### src/rtl/trig_bank_pkg.sv
package trig_bank_pkg;

  localparam int unsigned WORD_W = 64;

  localparam logic [11:0] ADDR_SEL = 12'h7A0;
  localparam logic [11:0] ADDR_TD1 = 12'h7A1;
  localparam logic [11:0] ADDR_TD2 = 12'h7A2;
  localparam logic [11:0] ADDR_TD3 = 12'h7A3;

  localparam logic [3:0] TYPE_ADDR_DATA = 4'd2;

  typedef struct packed {
    logic       owned;
    logic       sel;
    logic       timing;
    logic [5:0] action;
    logic       chain;
    logic [3:0] match;
    logic       execute;
    logic       store;
    logic       load;
  } trig_ctl_t;

  // Fold a write word to the active width.
  function automatic logic [WORD_W-1:0] fold_width(input logic [WORD_W-1:0] w,
                                                   input logic narrow);
    return narrow ? {32'b0, w[31:0]} : w;
  endfunction

  // Pull the writable fields out of a written word; execute clears timing.
  function automatic trig_ctl_t ctl_from_word(input logic [WORD_W-1:0] w,
                                              input logic narrow);
    trig_ctl_t c;
    c.owned   = narrow ? w[27] : w[59];
    c.sel     = w[19];
    c.timing  = w[18] & ~w[2];
    c.action  = w[17:12];
    c.chain   = w[11];
    c.match   = w[10:7];
    c.execute = w[2];
    c.store   = w[1];
    c.load    = w[0];
    return c;
  endfunction

  // Lay a control record out as a read word for the active width.
  function automatic logic [WORD_W-1:0] ctl_to_word(input trig_ctl_t c,
                                                    input logic narrow,
                                                    input logic [5:0] maskmax);
    logic [WORD_W-1:0] w;
    w = '0;
    w[19]    = c.sel;
    w[18]    = c.timing;
    w[17:12] = c.action;
    w[11]    = c.chain;
    w[10:7]  = c.match;
    w[2]     = c.execute;
    w[1]     = c.store;
    w[0]     = c.load;
    if (narrow) begin
      w[31:28] = TYPE_ADDR_DATA;
      w[27]    = c.owned;
      w[26:21] = maskmax;
    end else begin
      w[63:60] = TYPE_ADDR_DATA;
      w[59]    = c.owned;
      w[58:53] = maskmax;
    end
    return w;
  endfunction

endpackage

### src/rtl/trig_slot.sv
module trig_slot
  import trig_bank_pkg::*;
(
  input  logic              clk,
  input  logic              rst_n,
  input  logic              ctl_wr,
  input  trig_ctl_t         ctl_nxt,
  input  logic              cmp_wr,
  input  logic [WORD_W-1:0] cmp_nxt,
  output trig_ctl_t         ctl_q,
  output logic [WORD_W-1:0] cmp_q
);

  always_ff @(posedge clk or negedge rst_n) begin
    if (!rst_n) begin
      ctl_q <= '0;
      cmp_q <= '0;
    end else begin
      if (ctl_wr) ctl_q <= ctl_nxt;
      if (cmp_wr) cmp_q <= cmp_nxt;
    end
  end

endmodule

### src/rtl/trig_rd_mux.sv
module trig_rd_mux
  import trig_bank_pkg::*;
#(
  parameter int unsigned NUM_TRIG = 4,
  parameter int unsigned SEL_W    = 2,
  parameter logic [5:0]  MASKMAX  = 6'd0
) (
  input  logic [11:0]       addr,
  input  logic              narrow,
  input  logic [SEL_W-1:0]  sel_q,
  input  logic              sel_valid,
  input  trig_ctl_t         sel_ctl,
  input  logic [WORD_W-1:0] sel_cmp,
  output logic [WORD_W-1:0] rdata
);

  always_comb begin
    rdata = '0;
    unique case (addr)
      ADDR_SEL: rdata = {{(WORD_W-SEL_W){1'b0}}, sel_q};
      ADDR_TD1: if (sel_valid) rdata = ctl_to_word(sel_ctl, narrow, MASKMAX);
      ADDR_TD2: if (sel_valid) rdata = fold_width(sel_cmp, narrow);
      default:  rdata = '0;
    endcase
  end

endmodule

### src/rtl/trig_bank.sv
module trig_bank
  import trig_bank_pkg::*;
#(
  parameter int unsigned NUM_TRIG = 4,
  parameter logic [5:0]  MASKMAX  = 6'd0
) (
  input  logic              clk,
  input  logic              rst_n,
  input  logic [11:0]       csr_addr,
  input  logic [WORD_W-1:0] csr_wdata,
  input  logic              csr_we,
  output logic [WORD_W-1:0] csr_rdata,
  input  logic              dbg_mode,
  input  logic              xlen_narrow,
  output logic              fetch_chk_en,
  output logic              load_chk_en,
  output logic              store_chk_en
);

  localparam int unsigned SEL_W = (NUM_TRIG > 1) ? $clog2(NUM_TRIG) : 1;

  logic [SEL_W-1:0]  sel_q;
  logic [WORD_W-1:0] wval;
  logic              sel_wr_ok;
  logic              sel_valid;
  trig_ctl_t         sel_ctl;
  logic [WORD_W-1:0] sel_cmp;
  logic              wr_locked;
  trig_ctl_t         ctl_nxt;

  // Named event and state wires for the checker.
  trig_ctl_t         ctl_q   [NUM_TRIG];
  logic [WORD_W-1:0] cmp_q   [NUM_TRIG];
  logic [NUM_TRIG-1:0] owned_vec;
  logic [NUM_TRIG-1:0] exec_vec;
  logic [NUM_TRIG-1:0] load_vec;
  logic [NUM_TRIG-1:0] store_vec;

  assign wval      = fold_width(csr_wdata, xlen_narrow);
  assign sel_wr_ok = csr_we && (csr_addr == ADDR_SEL) && (wval < WORD_W'(NUM_TRIG));
  assign ctl_nxt   = ctl_from_word(wval, xlen_narrow);

  always_ff @(posedge clk or negedge rst_n) begin
    if (!rst_n)         sel_q <= '0;
    else if (sel_wr_ok) sel_q <= wval[SEL_W-1:0];
  end

  assign sel_valid = (32'(sel_q) < NUM_TRIG);

  always_comb begin
    sel_ctl = '0;
    sel_cmp = '0;
    for (int i = 0; i < NUM_TRIG; i++) begin
      if (32'(sel_q) == i) begin
        sel_ctl = ctl_q[i];
        sel_cmp = cmp_q[i];
      end
    end
  end

  assign wr_locked = sel_ctl.owned && !dbg_mode;

  for (genvar g = 0; g < NUM_TRIG; g++) begin : g_slot
    logic hit;
    assign hit = (32'(sel_q) == g) && csr_we && !wr_locked;

    trig_slot u_slot (
      .clk     (clk),
      .rst_n   (rst_n),
      .ctl_wr  (hit && (csr_addr == ADDR_TD1)),
      .ctl_nxt (ctl_nxt),
      .cmp_wr  (hit && (csr_addr == ADDR_TD2)),
      .cmp_nxt (wval),
      .ctl_q   (ctl_q[g]),
      .cmp_q   (cmp_q[g])
    );

    assign owned_vec[g] = ctl_q[g].owned;
    assign exec_vec[g]  = ctl_q[g].execute;
    assign load_vec[g]  = ctl_q[g].load;
    assign store_vec[g] = ctl_q[g].store;
  end

  assign fetch_chk_en = |exec_vec;
  assign load_chk_en  = |load_vec;
  assign store_chk_en = |store_vec;

  trig_rd_mux #(
    .NUM_TRIG (NUM_TRIG),
    .SEL_W    (SEL_W),
    .MASKMAX  (MASKMAX)
  ) u_rd (
    .addr      (csr_addr),
    .narrow    (xlen_narrow),
    .sel_q     (sel_q),
    .sel_valid (sel_valid),
    .sel_ctl   (sel_ctl),
    .sel_cmp   (sel_cmp),
    .rdata     (csr_rdata)
  );

endmodule

### config.mk
export PLATFORM = sky130hd
export DESIGN_NAME = trig_bank
export DESIGN_NICKNAME = d
export VERILOG_FILES = /design/src/rtl/trig_bank_pkg.sv /design/src/rtl/trig_slot.sv /design/src/rtl/trig_rd_mux.sv /design/src/rtl/trig_bank.sv
export SDC_FILE = /design/constraint.sdc
export NUM_CORES = 1
export LEC_CHECK = 0
export BUFFER_PORTS_ARGS = -buffer_cell sky130_fd_sc_hd__buf_2
export CAP_MARGIN = 10
export CORE_MARGIN = 3
export CORE_UTILIZATION = 44
export CTS_BUF_LIST = sky130_fd_sc_hd__clkbuf_4 sky130_fd_sc_hd__clkbuf_8
export DETAILED_ROUTE_END_ITERATION = 6
export PLACE_DENSITY = 0.64
export SLEW_MARGIN = 20
export SYNTH_ARGS = -nofsm -noshare
export SYNTH_HDL_FRONTEND = slang
export SYNTH_HIERARCHICAL = 1
export SYNTH_SLANG_ARGS = --single-unit
### constraint.sdc
create_clock -name clk -period 2.7 [get_ports clk]
set_clock_uncertainty 0.15 [all_clocks]
set_input_delay 0.54 -clock clk [delete_from_list [all_inputs] [get_ports clk]]
set_output_delay 0.54 -clock clk [all_outputs]
set_load 0.01 [all_outputs]
==> results of run 1 <==
area by class of cell:
type                    count  area [sq um]  share of cell area (%)
multi-input cells         605          8180                    38.5
flip-flops and latches    326          8170                    38.5
repair buffers            286          3050                    14.4
clock buffers              82          1060                    4.99
well taps                 504           631                    2.97
clock inverters            16           133                   0.625
inverters                   1          3.75                  0.0177
cells in the mapped netlist (3+ instances only):
cell                       count  share of area, %
sky130_fd_sc_hd__and3_1       31               1.2
sky130_fd_sc_hd__nor4_1       17              0.64
sky130_fd_sc_hd__nand4_1       5              0.19
sky130_fd_sc_hd__mux4_2       81                11
sky130_fd_sc_hd__nor2_1       38              0.86
sky130_fd_sc_hd__mux2_2       62               4.2
sky130_fd_sc_hd__buf_6        16               1.1
sky130_fd_sc_hd__buf_2        13              0.39
sky130_fd_sc_hd__mux2_4      264                24
sky130_fd_sc_hd__clkbuf_1     15              0.34
sky130_fd_sc_hd__a22oi_1      15              0.68
sky130_fd_sc_hd__nor2b_1      37               1.4
sky130_fd_sc_hd__nand2_1      19              0.43
sky130_fd_sc_hd__dfrtp_1     326                49
sky130_fd_sc_hd__buf_4         6              0.27
sky130_fd_sc_hd__or4_1         3              0.14
sky130_fd_sc_hd__buf_12       24               2.9
power by group through the flow:
stage          clock network (W)  logic [W]  registers, W
3_3_place_gp                   0   0.000381       0.00498
2_1_floorplan                  0  0.0000936       0.00498
5_1_grt                  0.00511   0.000438       0.00489
4_1_cts                  0.00488   0.000395       0.00489
6_report                 0.00477   0.000398       0.00489
3_5_place_dp                   0   0.000384       0.00498
through the flow:
step / setup slack, ns / utilization [%]
floorplan: 0.269 / -
global placement: -0.0743 / 49.6
detailed placement: -0.120 / 49.6
CTS: -0.447 / 54.2
global route: -0.490 / 57.4
finish: -0.420 / 57.4
state kept, by name, summed over array words and instances, names as in the netlist:
register             count
g_slot.u_slot/ctl_q     68
g_slot.u_slot/cmp_q    256
sel_q                    2
layout by cell type (no fill, tap or decap), types with 6 or more instances in the layout:
cell,synthesis,layout
sky130_fd_sc_hd__and3_1,31,11
sky130_fd_sc_hd__clkbuf_4,0,11
sky130_fd_sc_hd__buf_4,6,40
sky130_fd_sc_hd__nand2_1,19,15
sky130_fd_sc_hd__dfrtp_1,326,324
sky130_fd_sc_hd__nor4_1,17,17
sky130_fd_sc_hd__clkinv_2,0,13
sky130_fd_sc_hd__clkbuf_16,0,20
sky130_fd_sc_hd__mux2_4,264,323
sky130_fd_sc_hd__buf_6,16,46
sky130_fd_sc_hd__nor2_4,0,6
sky130_fd_sc_hd__buf_2,13,125
sky130_fd_sc_hd__and3_4,0,20
sky130_fd_sc_hd__mux4_2,81,81
sky130_fd_sc_hd__nor2b_1,37,36
sky130_fd_sc_hd__buf_12,24,44
sky130_fd_sc_hd__a22oi_2,0,15
sky130_fd_sc_hd__nor2_1,38,29
sky130_fd_sc_hd__clkbuf_8,0,71
routing by layer:
layer  routed length [um]  part of all wire [%]  vias up
met5                   12                 0.027        -
met4                  760                   1.7        2
met3                 2700                   6.1       50
met2                20000                    45      311
met1                20700                    47     5306
li1                     -                     -     4266
how the worst max path moves through the flow:
stage / slack, ns / from / end / depth (start not counted)
2_1_floorplan: 0.27 / sel_q[0] / csr_rdata[0] / 6
3_3_place_gp: -0.07 / csr_addr[2] / g_slot[0].u_slot/cmp_q[47] / 9
3_5_place_dp: -0.12 / csr_addr[2] / g_slot[0].u_slot/cmp_q[46] / 9
4_1_cts: -0.45 / sel_q[0] / csr_rdata[0] / 6
5_1_grt: -0.49 / sel_q[0] / csr_rdata[0] / 6
6_report: -0.42 / sel_q[0] / csr_rdata[19] / 7
critical path, delay by kind of cell, from the launching register on:
family	cells	cell delay, ns
AOI/OAI and AO/OA	1	0.17
DFF	1	0.53
and+or+nand+nor	1	0.10
buffers and inverters	4	0.60
muxes	1	0.43
cell families after synthesis:
logic type             synth area share, %
buffers and inverters                 5.02
other                               0.0225
AO/OA/AOI/OAI                         1.08
flip-flops                            49.0
AND/OR/NAND/NOR                       5.84
multiplexers                          39.0
timing repair:
item	CTS	global route
setup endpoints to repair	66	383
hold buffers	1	0
hold endpoints to repair	52	0
pin swaps	5	12
gates cloned	5	20
gates resized for setup	61	127
setup buffers	8	23
==> flow_summary.json, run 1 <==
{
  "ys_ff_latch": 326,
  "timing_max_transition_violations_final": 0,
  "die_x_um": 200,
  "post-route-period-util_pct": 116,
  "setup_viol_count_final": 388,
  "synth_area_sq_um": 16600,
  "static_leakage_nw": 9.81,
  "postSynth.asyncResetShare_pct": 100,
  "timing.reg2reg.worst_path_depth": 10,
  "min_delay_path_depth": 2,
  "tritoncts": "yes",
  "postSynth.topFlopCell": "sky130_fd_sc_hd__dfrtp_1",
  "layout_min_cycle_time_ns": 3.12,
  "cap_violations": 0,
  "dieHeight_um": 200,
  "antenna_found_initial": 1,
  "cts.htree.levels": 2,
  "power_w": 0.0101,
  "r2r-end": "g_slot[0].u_slot/ctl_q[5]",
  "run_status": "complete, but fails checks",
  "pwr-share-clk_pct": 47.4,
  "timing_worst_slew_pin_value_ns": 0.597,
  "grt_overflow": 0,
  "drt_first_iter_violations": 534,
  "synth_seq_area_share_pct": 49.0,
  "r2r_setup_slack_ns": -0.28,
  "power_per_cell_area_nw_per_um2": 474,
  "syn_to_final_growth_pct": 27.6,
  "holdPathEnd": "g_slot[1].u_slot/cmp_q[23]",
  "placed_cell_area_sq_um": 18300,
  "grt_use_met2_pct": 31.4,
  "dp.cells": 1667,
  "drt_first_pass_iters": 5,
  "cells_after_synthesis": 1003,
  "detail_route.wirelength_mm": 44.2,
  "vias_per_cell": 5.46,
  "critPathCaptureType": "output pin",
  "worst_path_largest_cell_delay_ns": 0.53,
  "rsz_0062_raised_after_global_routing": "true",
  "antenna_cells_inserted": 0,
  "total_switching_power_w": 0.00235,
  "worstSkewPairLatency_ns": 0.62,
  "max-vdd-ir-drop_mv": 0.347,
  "layoutNonFillerInstCount": 1820,
  "grt_start_max_net_pins": 75,
  "synth_edf_count": 0,
  "clk_path_buf_depth": 3,
  "row_count": 70,
  "clk_pin_slew_ns": 0.06,
  "dp_hpwl_mm": 26.3,
  "grt_pass1_wl_mm": 65.2,
  "final_layout_size_suffix_gt1_share_pct": 64.9,
  "fmax_mhz": 320,
  "nets": 1355,
  "cp_slowest_cell": "sky130_fd_sc_hd__dfrtp_4",
  "groute.layer.met1.usage_pct": 29.6,
  "setup_total_negative_slack_ns": -87.63,
  "num_vias": 9935,
  "first_global_vias": 10700,
  "finalHoldViolCount": 0,
  "layout_setup_ws_ns": -0.420,
  "yosysWarningCount": 6,
  "design.die.area_sq_um": 40200,
  "failed_checks": "negative setup slack",
  "hold_start": "csr_wdata[23]",
  "internal-power_w": 0.00771,
  "cts-root-buf": "sky130_fd_sc_hd__clkbuf_8",
  "wire_per_inst_um": 24.3,
  "gp_congestion": 0.809,
  "switching_share_pct": 23.4,
  "number_of_remaining_drc_errors": 0,
  "final.hold.worst_slack_ns": 0.0831,
  "pwr-share-seq_pct": 48.7,
  "port-buffer-count": 147,
  "critPathRequiredTime_ns": 2.01,
  "timing.critical_path.fanout_max": 8,
  "power.combinational.fraction_pct": 4.0,
  "final_antenna_net_count": 0,
  "floorplan.initialDensity_pct": 45.0,
  "hp-class": "primary input to register",
  "syn_area_per_cell_sq_um": 16.6,
  "relSlewSlack_pct": 59.8,
  "worstSetupPathType": "register to output pin",
  "setup.worst_path.start_class": "register",
  "tritoncts.num_buffers": 54,
  "placeableCoreArea_sq_um": 37000,
  "yosys.cell_types.count": 39,
  "cell_by_cell_listing_of_the_critical_path": "buf_12 -> buf_16 -> buf_4 -> mux4_2 -> a22oi_2 -> nor2_1 -> buf_2",
  "clock_sinks": 326,
  "critPathArrivalTime_ns": 2.43,
  "global_route.usage.met3_pct": 4.98,
  "nFillCells": 2861,
  "grtUsageTotal_pct": 20.4,
  "worst_r2r_startpoint": "sel_q[0]",
  "design.portCount": 148,
  "final_cell_area_sq_um": 21200,
  "most_heavily_used_metal_layer_in_global_routing": "met2"
}
(Power assumes the default switching activity.)
==> inputs of run 2 (changes only) <==
SYNTH_HIERARCHICAL = default   (was 1)
==> run 2 against run 1 <==
The flow still finishes with violations (negative setup slack). Sequential power about the same. Clock-buffer cell count up 15. Utilization down 1.3 points. Combinational power fell by 14%. Synthesized cell count up 11%. Final cell count is 1.3% higher. Worst hold slack lost 0.012 ns. Area after synthesis down 5.4%. Critical path type unchanged.
==> flow_summary.json, run 2 <==
{
  "run_status": "complete, but fails checks",
  "failed_checks": "negative setup slack",
  "timing_worst_slew_pin_value_ns": 0.561,
  "grt_start_max_net_pins": 66,
  "largest_register_ff_count": 256,
  "worstSkewPairLatency_ns": 0.62,
  "nFillCells": 2859,
  "max-vdd-ir-drop_mv": 0.372,
  "hold_start": "csr_wdata[20]",
  "design.die.area_sq_um": 38000,
  "rsz_0062_raised_after_global_routing": "true",
  "clk_path_buf_depth": 3,
  "worstSetupPathType": "register to output pin",
  "cells_after_synthesis": 1115,
  "first_global_vias": 10700,
  "mostFrequentLayoutCell": "sky130_fd_sc_hd__dfrtp_1",
  "antenna_found_initial": 2,
  "final_layout_size_suffix_gt1_share_pct": 50.6,
  "clk_pin_slew_ns": 0.06,
  "drt_first_pass_iters": 4,
  "hp-class": "primary input to register",
  "syn_to_final_growth_pct": 24.4,
  "nets": 1425,
  "clock_sinks": 326,
  "cts.htree.levels": 2,
  "post-synth-top-count-cell": "sky130_fd_sc_hd__dfrtp_1",
  "critPathCaptureType": "output pin",
  "gp_congestion": 0.791,
  "dieHeight_um": 195,
  "static_leakage_nw": 9.35,
  "grtUsageTotal_pct": 20.7,
  "setup.worst_path.start_class": "register",
  "top_library_cells_by_usage_in_the_layout_fill_and_taps_aside": "324 x sky130_fd_sc_hd__dfrtp_1, 146 x sky130_fd_sc_hd__mux2_4, 135 x sky130_fd_sc_hd__nand2_1",
  "synth_edf_count": 0,
  "cts-root-buf": "sky130_fd_sc_hd__clkbuf_8",
  "row_count": 68,
  "number_of_remaining_drc_errors": 0,
  "drt_first_iter_violations": 433,
  "syn_area_per_cell_sq_um": 14.1,
  "tritoncts.num_buffers": 56,
  "power_per_cell_area_nw_per_um2": 514,
  "ys_ff_latch": 326,
  "design.portCount": 148,
  "tritoncts": "yes",
  "yosys.cell_types.count": 42,
  "postSynth.asyncResetShare_pct": 100,
  "largest_register": "g_slot.u_slot.cmp_q",
  "post-route-period-util_pct": 112,
  "dp_hpwl_mm": 25.4,
  "finalHoldViolCount": 0,
  "layout_min_cycle_time_ns": 3.01,
  "critPathRequiredTime_ns": 2.01,
  "syn-num-nets": 1196,
  "floorplan.initialDensity_pct": 45.1,
  "synth_area_sq_um": 15700,
  "placed_cell_area_sq_um": 17600,
  "port-buffer-count": 147,
  "synth_largest_area_cell": "sky130_fd_sc_hd__dfrtp_1",
  "detail_route.wirelength_mm": 38.8,
  "num_vias": 9819,
  "grt_overflow": 0,
  "timing.critical_path.fanout_max": 10,
  "synth_seq_area_share_pct": 51.9,
  "final_cell_area_sq_um": 19600,
  "synth.top_cells.by_count": "326 x sky130_fd_sc_hd__dfrtp_1, 146 x sky130_fd_sc_hd__mux2_4, 136 x sky130_fd_sc_hd__nand2_1",
  "cap_violations": 0,
  "wire_per_inst_um": 21.1,
  "relSlewSlack_pct": 62.6,
  "die_x_um": 195,
  "setup_viol_count_final": 64,
  "postSynth.topFlopCell": "sky130_fd_sc_hd__dfrtp_1",
  "vias_per_cell": 5.33,
  "yosysWarningCount": 0,
  "fmax_mhz": 332,
  "top_regs": "g_slot.u_slot.cmp_q x256, g_slot.u_slot.ctl_q x68, sel_q x2",
  "final_antenna_net_count": 0,
  "grt_pass1_wl_mm": 62.6,
  "final.hold.worst_slack_ns": 0.0713,
  "worst_r2r_startpoint": "sel_q[0]",
  "placeableCoreArea_sq_um": 34900,
  "critPathArrivalTime_ns": 2.32,
  "post-synth-top-area-fraction_pct": 51.9,
  "layout_setup_ws_ns": -0.311,
  "timing_max_transition_violations_final": 0,
  "antenna_cells_inserted": 0,
  "startpoint": "sel_q[0]",
  "synth_area_leaders": "sky130_fd_sc_hd__dfrtp_1 52%, sky130_fd_sc_hd__mux2_4 14%, sky130_fd_sc_hd__mux4_2 11%, sky130_fd_sc_hd__nand2_1 3.2%, sky130_fd_sc_hd__mux2_2 3.2%"
}
==> run 2: cell count changes after synthesis, moves of 18 or more <==
cell / delta
sky130_fd_sc_hd__o21ai_1: +78
sky130_fd_sc_hd__and3_1: -31
sky130_fd_sc_hd__mux2_4: -118
sky130_fd_sc_hd__nand2_1: +117
sky130_fd_sc_hd__o21ai_0: +41
sky130_fd_sc_hd__o21ai_2: +18
sky130_fd_sc_hd__nor2_1: -32
sky130_fd_sc_hd__nand2b_1: +35
==> run 2: final cells by class <==
cell class / count / area (sq um) / share of cell area [%]
Multi-Input combinational cell: 703 / 7150 / 36.5
Tap cell: 455 / 569 / 2.91
Clock buffer: 97 / 1200 / 6.15
Inverter: 2 / 7.51 / 0.0384
Timing Repair Buffer: 255 / 2440 / 12.5
Sequential cell: 326 / 8170 / 41.7
Clock inverter: 5 / 28.8 / 0.147
==> run 2: layer usage <==
metal	vias up	part of all wire [%]	global-route usage, %
met2	203	48	32.9
met4	4	1.9	5.70
met3	56	4.2	3.74
met1	5055	46	29.7
met5	-	0.064	0
li1	4501	-	-
==> run 2: worst paths after layout <==
kind	slack [ns]	end	cells past startpoint
min in group asynchronous	0.35	g_slot[1].u_slot.cmp_q[25]	2
max in group asynchronous	1.31	g_slot[1].u_slot.ctl_q[12]	3
max	-0.31	csr_rdata[18]	5
min reg2reg	0.32	g_slot[2].u_slot.cmp_q[47]	2
max reg2reg	0.25	g_slot[0].u_slot.cmp_q[5]	8
min	0.07	g_slot[2].u_slot.cmp_q[20]	2
==> run 2: report_power, final <==
group	internal (W)	leakage [nW]	switching (W)
clock	0.00278	0.663	0.00204
combinational	0.000105	4.14	0.000240
sequential	0.00489	4.55	0.00000238
==> run 2: kinds of logic after synthesis <==
kind of cell,after synthesis,share of synthesized area [%]
compound gates,163,6.13
buf+inv,86,4.73
flops,326,51.9
mux,273,28.7
simple gates,267,8.53
==> run 2: what timing repair did <==
action | CTS | global route
hold endpoints to repair | 58 | 0
gates cloned | 4 | 1
gates resized for setup | 46 | 24
buffers inserted | 11 | 10
hold buffers | 1 | 0
endpoints found under the setup margin | 64 | 64
pin swaps | 10 | 9
==> run 2: worst max-delay path, cell delays in order, from the launching register on <==
cell and delay (ns):
sky130_fd_sc_hd__dfrtp_4 0.48, sky130_fd_sc_hd__buf_12 0.16, sky130_fd_sc_hd__buf_12 0.15, sky130_fd_sc_hd__mux4_2 0.50, sky130_fd_sc_hd__a22o_1 0.27, sky130_fd_sc_hd__buf_2 0.15
==> run 2: through the flow <==
step	std cells	TNS, ns	utilization [%]	setup WS (ns)	power, W
6_report	1843	-15.62	56.1	-0.311	0.0101
3_3_place_gp	1717	-39.78	50.6	-0.245	0.00532
2_1_floorplan	1115	-0.0380	-	-0.00127	0.00505
4_1_cts	1834	-18.67	55.4	-0.385	0.0102
5_1_grt	1843	-19.78	56.1	-0.385	0.0105
3_5_place_dp	1717	-47.03	50.6	-0.292	0.00533
